**config.mk**
```make
export PLATFORM = sky130hd
export DESIGN_NAME = cache_tuner
export DESIGN_NICKNAME = d
export VERILOG_FILES = /design/src/rtl/cache_tuner_pkg.sv /design/src/rtl/cache_tuner_dp.sv /design/src/rtl/cache_tuner_ctrl.sv /design/src/rtl/cache_tuner.sv
export SDC_FILE = /design/constraint.sdc
export NUM_CORES = 1
export LEC_CHECK = 0
export BUFFER_PORTS_ARGS = -buffer_cell sky130_fd_sc_hd__buf_2
export CORE_UTILIZATION = 51
export DETAILED_ROUTE_END_ITERATION = 10
export GPL_ROUTABILITY_DRIVEN = 0
export PLACE_DENSITY = 0.73
export SKIP_CTS_REPAIR_TIMING = 1
export SYNTH_ARGS = -nofsm -noshare
export SYNTH_HDL_FRONTEND = slang
export SYNTH_HIERARCHICAL = 1
export SYNTH_SLANG_ARGS = --single-unit
```
**constraint.sdc**
```tcl
create_clock -name clk -period 2.7 [get_ports clk]
set_clock_uncertainty 0.1 [all_clocks]
set_input_delay 0 -clock clk [delete_from_list [all_inputs] [get_ports clk]]
set_output_delay 0 -clock clk [all_outputs]
set_load 0.01 [all_outputs]
```
**src/rtl/cache_tuner_pkg.sv**
```systemverilog
package cache_tuner_pkg;

  localparam int NUM_FIELDS = 3;
  localparam int FLD_SIZE   = 0;
  localparam int FLD_LINE   = 1;
  localparam int FLD_WAY    = 2;

  typedef enum logic [2:0] {
    ST_IDLE,
    ST_APPLY,
    ST_MEAS,
    ST_WAIT,
    ST_DONE
  } tuneState_t;

  typedef enum logic [1:0] {
    PH_SIZE = 2'd0,
    PH_LINE = 2'd1,
    PH_WAY  = 2'd2,
    PH_PRED = 2'd3
  } tunePhase_t;

  typedef struct packed {
    logic                  init;
    logic [NUM_FIELDS-1:0] inc;
    logic [NUM_FIELDS-1:0] dec;
    logic                  setPred;
    logic                  clrPred;
    logic                  loadBest;
    logic                  countEval;
  } tuneStrobe_t;

endpackage

```
**src/rtl/cache_tuner_dp.sv**
```systemverilog
module cache_tuner_dp
  import cache_tuner_pkg::*;
#(
  parameter int NUM_VALS = 3,
  parameter int ENERGY_W = 24,
  parameter int SEL_W    = 2,
  parameter int EVAL_W   = 4
) (
  input  logic                                 clk,
  input  logic                                 rstN,
  input  tuneStrobe_t                          stb,
  input  logic [ENERGY_W-1:0]                  energyIn,
  output logic [NUM_FIELDS-1:0][SEL_W-1:0]     selOut,
  output logic [NUM_FIELDS-1:0]                atMax,
  output logic                                 wayAboveOne,
  output logic                                 better,
  output logic                                 wayPred,
  output logic [EVAL_W-1:0]                    evalCount
);

  localparam logic [SEL_W-1:0] SEL_MAX = SEL_W'(NUM_VALS - 1);
  localparam logic [SEL_W-1:0] SEL_ONE = SEL_W'(1);

  logic [ENERGY_W-1:0] bestEnergy;
  logic                bestValid;

  for (genvar f = 0; f < NUM_FIELDS; f++) begin : g_field
    logic [SEL_W-1:0] selQ;
    always_ff @(posedge clk) begin
      if (!rstN)             selQ <= '0;
      else if (stb.init)     selQ <= '0;
      else if (stb.inc[f])   selQ <= selQ + SEL_ONE;
      else if (stb.dec[f])   selQ <= selQ - SEL_ONE;
    end
    assign selOut[f] = selQ;
    assign atMax[f]  = (selQ == SEL_MAX);
  end

  assign wayAboveOne = (selOut[FLD_WAY] > SEL_ONE);
  assign better      = !bestValid || (energyIn < bestEnergy);

  always_ff @(posedge clk) begin
    if (!rstN) begin
      bestEnergy <= '0;
      bestValid  <= 1'b0;
    end else if (stb.init) begin
      bestEnergy <= '0;
      bestValid  <= 1'b0;
    end else if (stb.loadBest) begin
      bestEnergy <= energyIn;
      bestValid  <= 1'b1;
    end
  end

  always_ff @(posedge clk) begin
    if (!rstN)              wayPred <= 1'b0;
    else if (stb.init)      wayPred <= 1'b0;
    else if (stb.setPred)   wayPred <= 1'b1;
    else if (stb.clrPred)   wayPred <= 1'b0;
  end

  always_ff @(posedge clk) begin
    if (!rstN)              evalCount <= '0;
    else if (stb.init)      evalCount <= '0;
    else if (stb.countEval) evalCount <= evalCount + EVAL_W'(1);
  end

endmodule

```
**src/rtl/cache_tuner_ctrl.sv**
```systemverilog
module cache_tuner_ctrl
  import cache_tuner_pkg::*;
(
  input  logic                  clk,
  input  logic                  rstN,
  input  logic                  start,
  input  logic                  energyValid,
  input  logic                  better,
  input  logic [NUM_FIELDS-1:0] atMax,
  input  logic                  wayAboveOne,
  output tuneStrobe_t           stb,
  output logic                  flushReq,
  output logic                  measureReq,
  output logic                  done
);

  tuneState_t stateQ, stateD;
  tunePhase_t phaseQ, phaseD;
  logic [1:0] fld;

  assign fld = phaseQ;

  always_comb begin
    stateD = stateQ;
    phaseD = phaseQ;
    stb    = '0;
    case (stateQ)
      ST_IDLE, ST_DONE: begin
        if (start) begin
          stb.init = 1'b1;
          phaseD   = PH_SIZE;
          stateD   = ST_APPLY;
        end
      end
      ST_APPLY: stateD = ST_MEAS;
      ST_MEAS:  stateD = ST_WAIT;
      ST_WAIT: begin
        if (energyValid) begin
          stb.countEval = 1'b1;
          stb.loadBest  = better;
          if (phaseQ == PH_PRED) begin
            stb.clrPred = !better;
            stateD      = ST_DONE;
          end else if (better && !atMax[fld]) begin
            stb.inc[fld] = 1'b1;
            stateD       = ST_APPLY;
          end else begin
            stb.dec[fld] = !better;
            if (phaseQ == PH_WAY) begin
              if (better || wayAboveOne) begin
                stb.setPred = 1'b1;
                phaseD      = PH_PRED;
                stateD      = ST_APPLY;
              end else begin
                stateD = ST_DONE;
              end
            end else begin
              stb.inc[fld + 2'd1] = 1'b1;
              phaseD = tunePhase_t'(phaseQ + 2'd1);
              stateD = ST_APPLY;
            end
          end
        end
      end
      default: stateD = ST_IDLE;
    endcase
  end

  always_ff @(posedge clk) begin
    if (!rstN) begin
      stateQ <= ST_IDLE;
      phaseQ <= PH_SIZE;
    end else begin
      stateQ <= stateD;
      phaseQ <= phaseD;
    end
  end

  assign flushReq   = (stateQ == ST_APPLY);
  assign measureReq = (stateQ == ST_MEAS);
  assign done       = (stateQ == ST_DONE);

endmodule

```
**src/rtl/cache_tuner.sv**
```systemverilog
module cache_tuner
  import cache_tuner_pkg::*;
#(
  parameter  int NUM_VALS = 3,
  parameter  int ENERGY_W = 24,
  localparam int SEL_W    = $clog2(NUM_VALS),
  localparam int EVAL_W   = $clog2(3 * NUM_VALS + 2)
) (
  input  logic                clk,
  input  logic                rstN,
  input  logic                start,
  input  logic                energyValid,
  input  logic [ENERGY_W-1:0] energyIn,
  output logic [SEL_W-1:0]    sizeSel,
  output logic [SEL_W-1:0]    lineSel,
  output logic [SEL_W-1:0]    waySel,
  output logic                wayPred,
  output logic                flushReq,
  output logic                measureReq,
  output logic                done,
  output logic [EVAL_W-1:0]   evalCount
);

  tuneStrobe_t                      stb;
  logic [NUM_FIELDS-1:0][SEL_W-1:0] selOut;
  logic [NUM_FIELDS-1:0]            atMax;
  logic                             wayAboveOne;
  logic                             better;

  cache_tuner_ctrl u_ctrl (
    .clk         (clk),
    .rstN        (rstN),
    .start       (start),
    .energyValid (energyValid),
    .better      (better),
    .atMax       (atMax),
    .wayAboveOne (wayAboveOne),
    .stb         (stb),
    .flushReq    (flushReq),
    .measureReq  (measureReq),
    .done        (done)
  );

  cache_tuner_dp #(
    .NUM_VALS (NUM_VALS),
    .ENERGY_W (ENERGY_W),
    .SEL_W    (SEL_W),
    .EVAL_W   (EVAL_W)
  ) u_dp (
    .clk         (clk),
    .rstN        (rstN),
    .stb         (stb),
    .energyIn    (energyIn),
    .selOut      (selOut),
    .atMax       (atMax),
    .wayAboveOne (wayAboveOne),
    .better      (better),
    .wayPred     (wayPred),
    .evalCount   (evalCount)
  );

  assign sizeSel = selOut[FLD_SIZE];
  assign lineSel = selOut[FLD_LINE];
  assign waySel  = selOut[FLD_WAY];

endmodule

```
# Word level (Yosys, flattened, before mapping)
# Cells that the tools add are included.
# word_totals
regBits	41
in_bits	28
out_inout_bits	14
word_cells	96
# op_classes
add_sub_neg	8
magnitude_cmp	6
eq_ne	14
n_mux	39
bitwise	2
n_reduce_logical	18
# op_table
op	n
$lt A24 B24 Y1	1
$mux W2	12
$mux W3	8
$mux W10	2
$pmux W3 S4	1
$eq A2 B2 Y1 const B	5
$mux W1	10
$reduce_bool A2 Y1	5
$add A2 B1 Y2 const B	4
$ne A2 B2 Y1 const B	4
$mux W7	1
$eq A3 B2 Y1 const B	2
$lt A2 B3 Y1 const B	2
$reduce_and A6 Y1	1
$sub A2 B1 Y2 const B	3
$add A4 B1 Y4 const B	1
$demux W1 S2	2
$ge A2 B1 Y1 const B	2
$mux W4	1
$pmux W2 S2	1
$reduce_or A2 Y1	2
$and A3 B3 Y3	1
$eq A3 B1 Y1 const B	1
$eq A3 B3 Y1 const B	1
other kinds (9)	14

# Logic depth before layout (Yosys ltp)
# Gate-level depths: netlist of the first run.
# logic_depth
depth_word	12
depth_mapped	14

# Cells and area by module
# The synthesis of the first run kept the hierarchy.
# by_module_without_submodules
module	n_inst	cells_each	area_each_um2
cache_tuner_dp	1	219	1949.4
cache_tuner_ctrl	1	56	490.5

# Worst setup path after synthesis of the first run
# OpenSTA, ideal clock, no wires.
# synth_path
kind	register -> register
startpoint	register u_dp.bestEnergy[11]
endpoint	register u_dp.g_field[0].selQ[1]
setup_time_ns	0.128
arrival_time_ns	2.614
setup_slack_ns	-0.141
stages_incl_launch_ff	15
n_path_buf	0
period_less_slack_ns	2.841
cell_sequence	dfxtp_1 inv_1 ha_1 a21oi_1 o21ai_1 a22oi_1 o211ai_1 o31ai_1 o211ai_4 mux2i_1 nor2_1 nor3b_1 a21oi_1 xor2_1 nor2_1
# synth_rtl
element	line	rtl
start, declared	cache_tuner_dp.sv:24	logic [ENERGY_W-1:0] bestEnergy;
start signal, assigned	cache_tuner_dp.sv:50	bestEnergy <= energyIn;
end signal, assigned	cache_tuner_dp.sv:32	else if (stb.inc[f]) selQ <= selQ + SEL_ONE;
end signal, assigned	cache_tuner_dp.sv:33	else if (stb.dec[f]) selQ <= selQ - SEL_ONE;
end, declared	cache_tuner_dp.sv:28	logic [SEL_W-1:0] selQ;

==> impl_metrics.json, run 1 <==
{
  "powerDensity_nw_per_um2": 350,
  "cts_inserted_buffers": 5,
  "hold_start": "energyValid",
  "placed_cell_area_um2": 2760,
  "final_area_um2": 3520,
  "drive_gt1_share_pct": 34.9,
  "synth_xor_area_share_pct": 2.87,
  "rsz0062_at_grt": "true",
  "slew_viol_final": 0,
  "grt_antenna_before_repair": 0,
  "drv_cap": 0,
  "required_ns": 2.77,
  "vias": 2266,
  "synth_area_per_cell_um2": 8.87,
  "muxShareOfSynthArea_pct": 12.7,
  "setup_viol": 28,
  "combPwrFrac_pct": 18.6,
  "internal-power_uw": 899,
  "synth.largest_area_cell": "dfxtp_1",
  "grt_use_total_pct": 19.7,
  "die_area_um2": 5060,
  "firstDrtPassIters": 9,
  "worstHoldPathType": "in -> reg",
  "io_pins": 42,
  "gr-total-overflow": 0,
  "total_power_uw": 1230,
  "outcome": "finished, violations left",
  "vdd.ir_drop.worst_v": 0.000261,
  "cts.sinks": 41,
  "n_antenna_cell": 0,
  "clock_power_share_pct": 31.0,
  "worst_pin_slew_ns": 0.391,
  "root_buffer": "clkbuf_8",
  "drt-wirelength-per-cell_um": 15.9,
  "grt_max_degree": 35,
  "coreArea_um2": 4470,
  "core.rowCount": 24,
  "cp-start-kind": "register",
  "swShare_pct": 27.0,
  "violations": "DRC, hold timing, setup timing",
  "cp_max_fo": 7,
  "rrSetupSlack_ns": -0.14,
  "synth.ff_latch_count": 41,
  "fin_crit_sh_pct": 105,
  "hold_end": "u_ctrl/stateQ[1]",
  "synthTopCellsByArea": "dfxtp_1, ha_1, mux2i_1, nor2_1, inv_1",
  "place_ws_ns": -0.179,
  "slew_headroom_pct": 73.8,
  "clkSlewWorstSetupHoldPaths_ns": 0.08,
  "htreeDepth": 2,
  "initial_core_util_pct": 54.5,
  "route.detailed.drc": 1,
  "timing.rr.start": "u_dp/bestEnergy[23]",
  "fmax_ghz": 0.352,
  "power_frac_seq_pct": 50.4,
  "cts_tree": "built",
  "clockBufferDepth": 2,
  "yosysMostFrequentCell": "nor2_1",
  "p_sw_uw": 332,
  "die_x_um": 71.2,
  "synth_simple_gate_area_share_pct": 20.3,
  "whs_path_depth": 3,
  "synth_top_family_by_area": "simple AND/OR/NAND/NOR gates",
  "num-nets-final": 418,
  "finalWorstSetupSlack_ns": -0.143,
  "drtIter0Drc": 134,
  "finalSetupTns_ns": -2.32,
  "synth_edf_count": 0,
  "area_delta_synth_final_pct": 44.3,
  "viasPerCell": 5.53,
  "end_kind": "register",
  "reg2reg_to": "u_dp/bestEnergy[22]",
  "synth_flop_cell": "dfxtp_1",
  "finalWirelength_mm": 6.50,
  "synthTopCellsByCount": "nor2_1, dfxtp_1, ha_1, mux2i_1, inv_1",
  "drtAntennaViolNets": 0,
  "p_leak_uw": 0.00134,
  "yosysTopAreaCellShare_pct": 33.6,
  "hold_ws_ns": -0.0246,
  "yosysUniqueCellTypes": 41,
  "period_minus_slack_ns": 2.84,
  "rr_worst_depth": 13,
  "crit_type": "reg -> reg",
  "fin_util_pct": 78.7,
  "hold_violations": 1,
  "port_buffers": 41,
  "yosysSeqAreaShare_pct": 33.6,
  "grt_pass1_vias": 1842,
  "grt_pass1_wl_mm": 7.93,
  "syn-num-nets": 334,
  "arrival_ns": 2.91,
  "die_y_um": 71.2,
  "synthAdderAreaFrac_pct": 15.9,
  "dpl.hpwl_mm": 3.42,
  "synth_warnings": 6,
  "clk_latency_ns": 0.29,
  "synth_compound_area_share_pct": 8.62,
  "netlist_instances": 275,
  "syn-cell-area_um2": 2440,
  "synthArstFlopShare_pct": 0
}
-- per-layer routing --
metal / global-route usage (%) / part of all wire, % / up-vias
met2: 31.6 / 51 / 68
met5: 0 / 0 / -
li1: - / - / 1095
met3: 4.99 / 4.1 / 18
met4: 7.33 / 2.9 / 0
met1: 25.4 / 42 / 1085
-- worst max-delay path: stages, from the launching register on --
cell	delay (ns)
dfxtp_2	0.34
inv_2	0.06
ha_4	0.26
nand4_4	0.13
nor3_2	0.05
a22oi_2	0.20
o211ai_1	0.21
o31ai_4	0.42
buf_4	0.18
buf_6	0.10
and2_4	0.20
buf_12	0.16
mux2i_2	0.22
nor2_1	0.09
-- cell usage in the layout (no fill, tap or decap), types with 15 or more instances in the layout --
| cell type | count |
|---|---|
| dfxtp_1 | 26 |
| ha_4 | 15 |
| inv_1 | 26 |
| dfxtp_2 | 15 |
| nor2_1 | 46 |
| dlygate4sd3_1 | 26 |
| ha_1 | 16 |
| buf_2 | 41 |
| mux2i_1 | 27 |
-- worst max-delay path by stage --
stage / startpoint / endpoint / slack, ns / cells after the start
finish: u_dp/bestEnergy[23] / u_dp/bestEnergy[22] / -0.14 / 13
global route: u_dp/bestEnergy[22] / u_dp/g_field[1].selQ[1] / -0.31 / 13
CTS: u_dp/bestEnergy[9] / u_dp/g_field[0].selQ[1] / -0.20 / 14
detailed placement: u_dp/bestEnergy[9] / u_dp/bestEnergy[22] / -0.18 / 12
global placement: u_dp/bestEnergy[11] / u_dp/g_field[0].selQ[1] / -0.08 / 14
floorplan: u_dp/bestEnergy[11] / u_dp/bestEnergy[14] / 0.03 / 12
-- cells by family (layout without fill, tap and decap cells) --
logic type,count (synthesis),in the layout
AND/OR/NAND/NOR,97,97
flip-flops,41,41
buffers and inverters,37,120
adder cells (fa/ha/maj),31,31
multiplexers,31,31
AO/OA/AOI/OAI,30,30
XOR/XNOR,8,8
-- cell type report --
type / instances / area [um2]
Multi-Input combinational cell: 197 / 1780
Inverter: 30 / 113
Clock buffer: 5 / 68.8
Clock inverter: 1 / 5.00
Fill cell: 279 / 953
Sequential cell: 41 / 840
Tap cell: 52 / 65.1
Timing Repair Buffer: 84 / 652
-- power by group through the flow --
| stage | Sequential, uW | Combinational, uW | Clock [uW] |
|---|---|---|---|
| final | 620 | 229 | 382 |
| after global placement | 633 | 142 | 0 |
| after global routing | 621 | 245 | 413 |
| after CTS | 619 | 145 | 387 |
| after floorplan | 632 | 90.1 | 0 |
| after detailed placement | 633 | 144 | 0 |
-- stage by stage --
step / instances / hold WS (ns)
2_1_floorplan: 275 / 0.0175
3_3_place_gp: 369 / 0.152
3_5_place_dp: 369 / 0.164
4_1_cts: 375 / -0.146
5_1_grt: 410 / 0.00556
6_report: 410 / -0.0246
-- flip-flops by register name, indices dropped and copies added, names as in the netlist --
signal and cells:
u_dp/bestEnergy 24, u_ctrl/fld 2, u_dp/g_field.selQ 6, u_dp/bestValid 1, u_dp/wayPred 1, u_dp/evalCount 4, u_ctrl/stateQ 3
(Power assumes the default switching activity.)
==> run 2, diff against run 1 <==
CORE_ASPECT_RATIO = 1.4   (was not set)
RECOVER_POWER = 100   (was not set)
SYNTH_HIERARCHICAL = not set   (was 1)
==> run 2 against run 1 <==
  * The flow finishes with violations (hold timing, setup timing)
  * Setup slack worse by 0.0078 ns
  * Fmax is 0.27% lower
  * Combinational power is 15% lower
  * Utilization is 7.3 points lower
  * Critical path type unchanged
  * Largest cell class unchanged
==> impl_metrics.json, run 2 <==
{
  "outcome": "finished, violations left",
  "violations": "hold timing, setup timing",
  "slowest_delay_ns": 0.40,
  "fmax_ghz": 0.351,
  "multi_input_area_um2": 1750,
  "p_sw_uw": 330,
  "cpMaxStageDelayCell": "or3_4",
  "regArea_um2": 830,
  "synth.largest_area_cell": "dfxtp_1",
  "cts_inserted_buffers": 5,
  "num-nets-final": 466,
  "synthArstFlopShare_pct": 0,
  "yosysUniqueCellTypes": 49,
  "area_delta_synth_final_pct": 34.4,
  "finalWorstSetupSlack_ns": -0.151,
  "drv_cap": 0,
  "final_common_cell": "nand2_1",
  "io_pins": 42,
  "yosysTopAreaCellShare_pct": 31.9,
  "arrival_ns": 2.98,
  "die_x_um": 62.0,
  "synth_edf_count": 0,
  "slew_viol_final": 0,
  "swShare_pct": 26.6,
  "route.detailed.drc": 0,
  "yosysMostFrequentCell": "nand2_1",
  "synth_area_per_cell_um2": 7.82,
  "die_y_um": 86.0,
  "clkSlewWorstSetupHoldPaths_ns": 0.09,
  "grt_antenna_before_repair": 0,
  "synth_warnings": 0,
  "grt_pass1_vias": 2206,
  "synthTopCellsByArea": "dfxtp_1, ha_1, nand2_1, a21oi_1, inv_1",
  "rr_worst_depth": 11,
  "rsz0062_at_grt": "true",
  "worstHoldPathType": "in -> reg",
  "cp.depth": 11,
  "setup_viol": 18,
  "dpl.hpwl_mm": 3.95,
  "finalWirelength_mm": 6.59,
  "reg_top3": "u_dp.bestEnergy x24, u_dp.g_field.selQ x6, u_dp.evalCount x4",
  "gr-total-overflow": 0,
  "die_area_um2": 5330,
  "p_leak_uw": 0.00128,
  "power_frac_seq_pct": 49.7,
  "drtIter0Drc": 147,
  "total_power_uw": 1240,
  "required_ns": 2.83,
  "slew_headroom_pct": 62.3,
  "fin_util_pct": 71.3,
  "drive_gt1_share_pct": 21.3,
  "powerDensity_nw_per_um2": 360,
  "syn-cell-area_um2": 2570,
  "port_buffers": 41,
  "fin_crit_sh_pct": 106,
  "core.rowCount": 30,
  "grt_use_total_pct": 22.3,
  "worst_pin_slew_ns": 0.565,
  "root_buffer": "clkbuf_8",
  "internal-power_uw": 912,
  "cp_max_fo": 8,
  "cp-start-kind": "register",
  "largest-register": "u_dp.bestEnergy",
  "crit_family": "compound AO/OA/AOI/OAI gates",
  "synth.ff_latch_count": 41,
  "place_inst": 428,
  "htreeDepth": 2,
  "vdd.ir_drop.worst_v": 0.000285,
  "initial_core_util_pct": 53.1,
  "final_cells": 472,
  "clk_latency_ns": 0.30,
  "end_kind": "register",
  "whs_path_depth": 3,
  "drt-wirelength-per-cell_um": 14.0,
  "grt_max_degree": 31,
  "largest_register_ffs": 24,
  "clock_power_share_pct": 34.6,
  "crit_type": "reg -> reg",
  "syn-num-nets": 388,
  "clockBufferDepth": 2,
  "n_fill_cell": 376,
  "combPwrFrac_pct": 15.7,
  "hold_violations": 1,
  "grt_pass1_wl_mm": 9.05,
  "n_antenna_cell": 0,
  "firstDrtPassIters": 6,
  "period_minus_slack_ns": 2.85,
  "synthTopCellsByCount": "nand2_1, dfxtp_1, a21oi_1",
  "cts_tree": "built",
  "vias": 2559,
  "synth_flop_cell": "dfxtp_1",
  "yosysSeqAreaShare_pct": 31.9,
  "drtAntennaViolNets": 0,
  "viasPerCell": 5.42,
  "netlist_instances": 329,
  "coreArea_um2": 4840,
  "mostFrequentLayoutCells": "nand2_1, a21oi_1, dfxtp_1, inv_1, buf_2",
  "cts.sinks": 41,
  "place_ws_ns": -0.0570,
  "cp_num_buf_inv": 2,
  "crit_chain": "inv_1, ha_1, a21o_1, a221o_1, a22oi_2, o311ai_4, o21ai_4, buf_6, a21oi_4, or3_4, a21oi_2",
  "hold_ws_ns": -0.00278
}
run 2: cell count changes after synthesis, moves of 3 or more:
cell      previous run  this run
a31oi_1              1         4
nand2_1             12        69
or3_1                0         3
o21ai_0              1        10
xor2_1               6         2
clkbuf_1             4         7
mux2i_1             31         7
nand2b_1             2         9
a21oi_1             14        40
nand3_1              3         7
nor2_1              49        14
run 2: power by group through the flow:
stage	logic [uW]	clock network, uW	registers (uW)
final	195	430	618
after global routing	217	463	619
after detailed placement	145	0	631
after CTS	146	442	617
after floorplan	89.5	0	630
after global placement	143	0	631
run 2: final cells by class:
cell class                      count  share of cell area [%]
Sequential cell                    41                    24.0
Inverter                           32                    3.48
Clock buffer                        6                    2.39
Multi-Input combinational cell    247                    50.7
Timing Repair Buffer               80                    16.7
Clock inverter                      2                   0.398
Tap cell                           64                    2.32
run 2: worst register-to-register path, stage by stage, from the launching register on:
cell and delay [ns]:
dfxtp_2 0.33, inv_1 0.04, ha_1 0.28, a21o_1 0.20, a221o_1 0.36, a22oi_2 0.22
o311ai_4 0.17, o21ai_4 0.31, buf_6 0.19, a21oi_4 0.06, or3_4 0.40, a21oi_2 0.13
run 2: metal layers:
metal | GRT usage, % | routed length (um) | vias to the layer above
met4 | 12.7 | 205 | 0
li1 | - | - | 1285
met5 | 0 | 0 | -
met1 | 23.4 | 2610 | 1171
met2 | 38.7 | 3480 | 82
met3 | 4.98 | 294 | 21
run 2: worst paths after layout:
path / startpoint / end / slack [ns]
max: u_dp.bestEnergy[9] / u_dp.g_field[2].selQ[0] / -0.15
min: energyValid / u_ctrl.stateQ[1] / -0.003
max reg2reg: u_dp.bestEnergy[9] / u_dp.g_field[2].selQ[0] / -0.15
min reg2reg: u_dp.bestEnergy[3] / u_dp.bestEnergy[3] / 0.36
run 2: logic make-up after synthesis:
kind of cell / count (synthesis) / share of synthesized area [%]
xor+xnor: 3 / 1.02
compound gates: 78 / 19.2
simple gates: 127 / 23.5
flops: 41 / 31.9
fa+ha+maj: 31 / 15.1
buf+inv: 42 / 6.52
mux: 7 / 2.73
run 2: per-stage QoR:
stage               setup TNS [ns]  cell area (um2)
floorplan                        0             2570
global placement          -0.00504             2850
detailed placement          -0.492             2850
CTS                          -1.03             2950
global route                 -4.22             3450
finish                      -0.963             3450
==> run 3, diff against run 2 <==
SYNTH_HIERARCHICAL = 1   (was not set)
==> run 3 against run 2 <==
  * The flow finishes with violations (setup timing)
  * Final cell count decreased by 12%
  * Setup slack improved by 0.10 ns
  * First-iteration DRC count decreased by 37%
  * Critical path depth increased by 4
  * Clock power about the same
  * Critical endpoint is now u_dp/g_field[0].selQ[1]
  * Sequential share of layout area increased by 0.21 points
  * Global-route usage decreased by 2.2 points
  * Die area decreased by 5.0%
  * Design area decreased by 0.40%
  * Sequential cell count unchanged
  * Clock-buffer cell count increased by 1
==> impl_metrics.json, run 3 (synthesis results as in run 1) <==
{
  "outcome": "finished, violations left",
  "violations": "setup timing",
  "final_common_cell": "nor2_1",
  "dpl.hpwl_mm": 3.53,
  "rrSetupSlack_ns": -0.05,
  "crit_chain": "inv_2, ha_4, nand4_1, buf_4, nor4_4, nand4_1, a21oi_2, o31ai_4, o211ai_4, mux2i_1, nor2_2, nor3b_2, a21oi_2, xor2_1, nor2_1",
  "reg2reg_to": "u_dp/g_field[0].selQ[1]",
  "end_kind": "register",
  "final_cells": 414,
  "coreArea_um2": 4570,
  "num-nets-final": 410,
  "power_frac_seq_pct": 48.7,
  "worst_pin_slew_ns": 0.371,
  "largest-register": "u_dp/bestEnergy",
  "hold_start": "u_dp/bestEnergy[17]",
  "fmax_ghz": 0.364,
  "drtAntennaViolNets": 0,
  "whs_path_depth": 2,
  "slowest_delay_ns": 0.35,
  "drt-wirelength-per-cell_um": 15.0,
  "die_y_um": 83.8,
  "rr_worst_depth": 15,
  "period_minus_slack_ns": 2.75,
  "arrival_ns": 2.81,
  "cts_inserted_buffers": 5,
  "grt_use_total_pct": 20.1,
  "mostFrequentLayoutCells": "nor2_1, mux2i_1, dfxtp_1",
  "grt_antenna_before_repair": 0,
  "grt_max_degree": 37,
  "p_sw_uw": 318,
  "combPwrFrac_pct": 17.4,
  "cpMaxStageDelayCell": "dfxtp_2",
  "total_power_uw": 1270,
  "p_leak_uw": 0.00124,
  "firstDrtPassIters": 4,
  "cp_max_fo": 4,
  "finalWirelength_mm": 6.19,
  "area_delta_synth_final_pct": 41.0,
  "internal-power_uw": 956,
  "hold_end": "u_dp/bestEnergy[17]",
  "crit_type": "reg -> reg",
  "clkSlewWorstSetupHoldPaths_ns": 0.08,
  "powerDensity_nw_per_um2": 370,
  "place_inst": 377,
  "worstHoldPathType": "reg -> reg",
  "drtIter0Drc": 92,
  "setup_viol": 3,
  "core.rowCount": 29,
  "reg_top3": "u_dp/bestEnergy x24, u_dp/g_field.selQ x6, u_dp/evalCount x4",
  "cp-start-kind": "register",
  "drv_cap": 0,
  "finalSetupTns_ns": -0.103,
  "htreeDepth": 2,
  "io_pins": 42,
  "slew_viol_final": 0,
  "die_area_um2": 5070,
  "hold_violations": 0,
  "crit_family": "simple AND/OR/NAND/NOR gates",
  "finalWorstSetupSlack_ns": -0.0467,
  "viasPerCell": 5.27,
  "clockBufferDepth": 2,
  "die_x_um": 60.5,
  "timing.rr.start": "u_dp/bestEnergy[13]",
  "cts_tree": "built",
  "gr-total-overflow": 0,
  "cp_num_buf_inv": 2,
  "fin_util_pct": 75.3,
  "fin_crit_sh_pct": 102,
  "required_ns": 2.76,
  "n_antenna_cell": 0,
  "root_buffer": "clkbuf_8",
  "initial_core_util_pct": 53.4,
  "clock_power_share_pct": 33.9,
  "drive_gt1_share_pct": 28.1,
  "largest_register_ffs": 24,
  "regArea_um2": 833,
  "port_buffers": 41,
  "clk_latency_ns": 0.29,
  "slew_headroom_pct": 75.3,
  "place_ws_ns": -0.178,
  "multi_input_area_um2": 1770,
  "swShare_pct": 25.0,
  "n_fill_cell": 331,
  "grt_pass1_wl_mm": 7.87,
  "rsz0062_at_grt": "true",
  "grt_pass1_vias": 1903,
  "route.detailed.drc": 0,
  "cts.sinks": 41,
  "vias": 2180,
  "vdd.ir_drop.worst_v": 0.000208
}
## run 3: layer usage
layer	vias to the layer above	wire length, um	share of wire, %	global-route usage (%)
met5	-	0	0	0
met4	0	200	3.2	7.64
met3	18	144	2.3	3.41
met2	49	3400	55	35.1
met1	1035	2450	39	23.4
li1	1078	-	-	-
## run 3: power by group through the flow
stage	clock [uW]	combinational [uW]	sequential [uW]
2_1_floorplan	0	90.1	632
3_3_place_gp	0	141	634
3_5_place_dp	0	143	634
4_1_cts	446	145	620
5_1_grt	469	242	622
6_report	432	222	621
## run 3: how the worst max path moves through the flow
stage	endpoint	slack [ns]	cells past startpoint	startpoint
global placement	u_dp/g_field[0].selQ[1]	-0.14	14	u_dp/bestEnergy[17]
global route	u_dp/g_field[0].selQ[1]	-0.22	15	u_dp/bestEnergy[13]
detailed placement	u_dp/g_field[0].selQ[1]	-0.18	14	u_dp/bestEnergy[17]
floorplan	u_dp/bestEnergy[14]	0.03	12	u_dp/bestEnergy[11]
CTS	u_dp/g_field[0].selQ[1]	-0.23	14	u_dp/bestEnergy[17]
finish	u_dp/g_field[0].selQ[1]	-0.05	15	u_dp/bestEnergy[13]
## run 3: area by class of cell
| type | count | share of cell area (%) |
|---|---|---|
| Multi-Input combinational cell | 197 | 51.4 |
| Sequential cell | 41 | 24.2 |
| Timing Repair Buffer | 76 | 15.9 |
| Inverter | 30 | 3.27 |
| Clock buffer | 7 | 2.80 |
| Tap cell | 62 | 2.25 |
| Clock inverter | 1 | 0.145 |
## run 3: per-stage QoR
step | hold WS (ns) | cell area (um2)
2_1_floorplan | 0.0175 | 2440
4_1_cts | -0.135 | 2850
6_report | 0.389 | 3440
3_3_place_gp | 0.150 | 2750
5_1_grt | 0.431 | 3440
3_5_place_dp | 0.164 | 2750
## run 3: worst min-delay path, stage by stage (launching register included)
cell and delay (ns):
dfxtp_2 0.33, mux2i_1 0.06, nor2_1 0.07
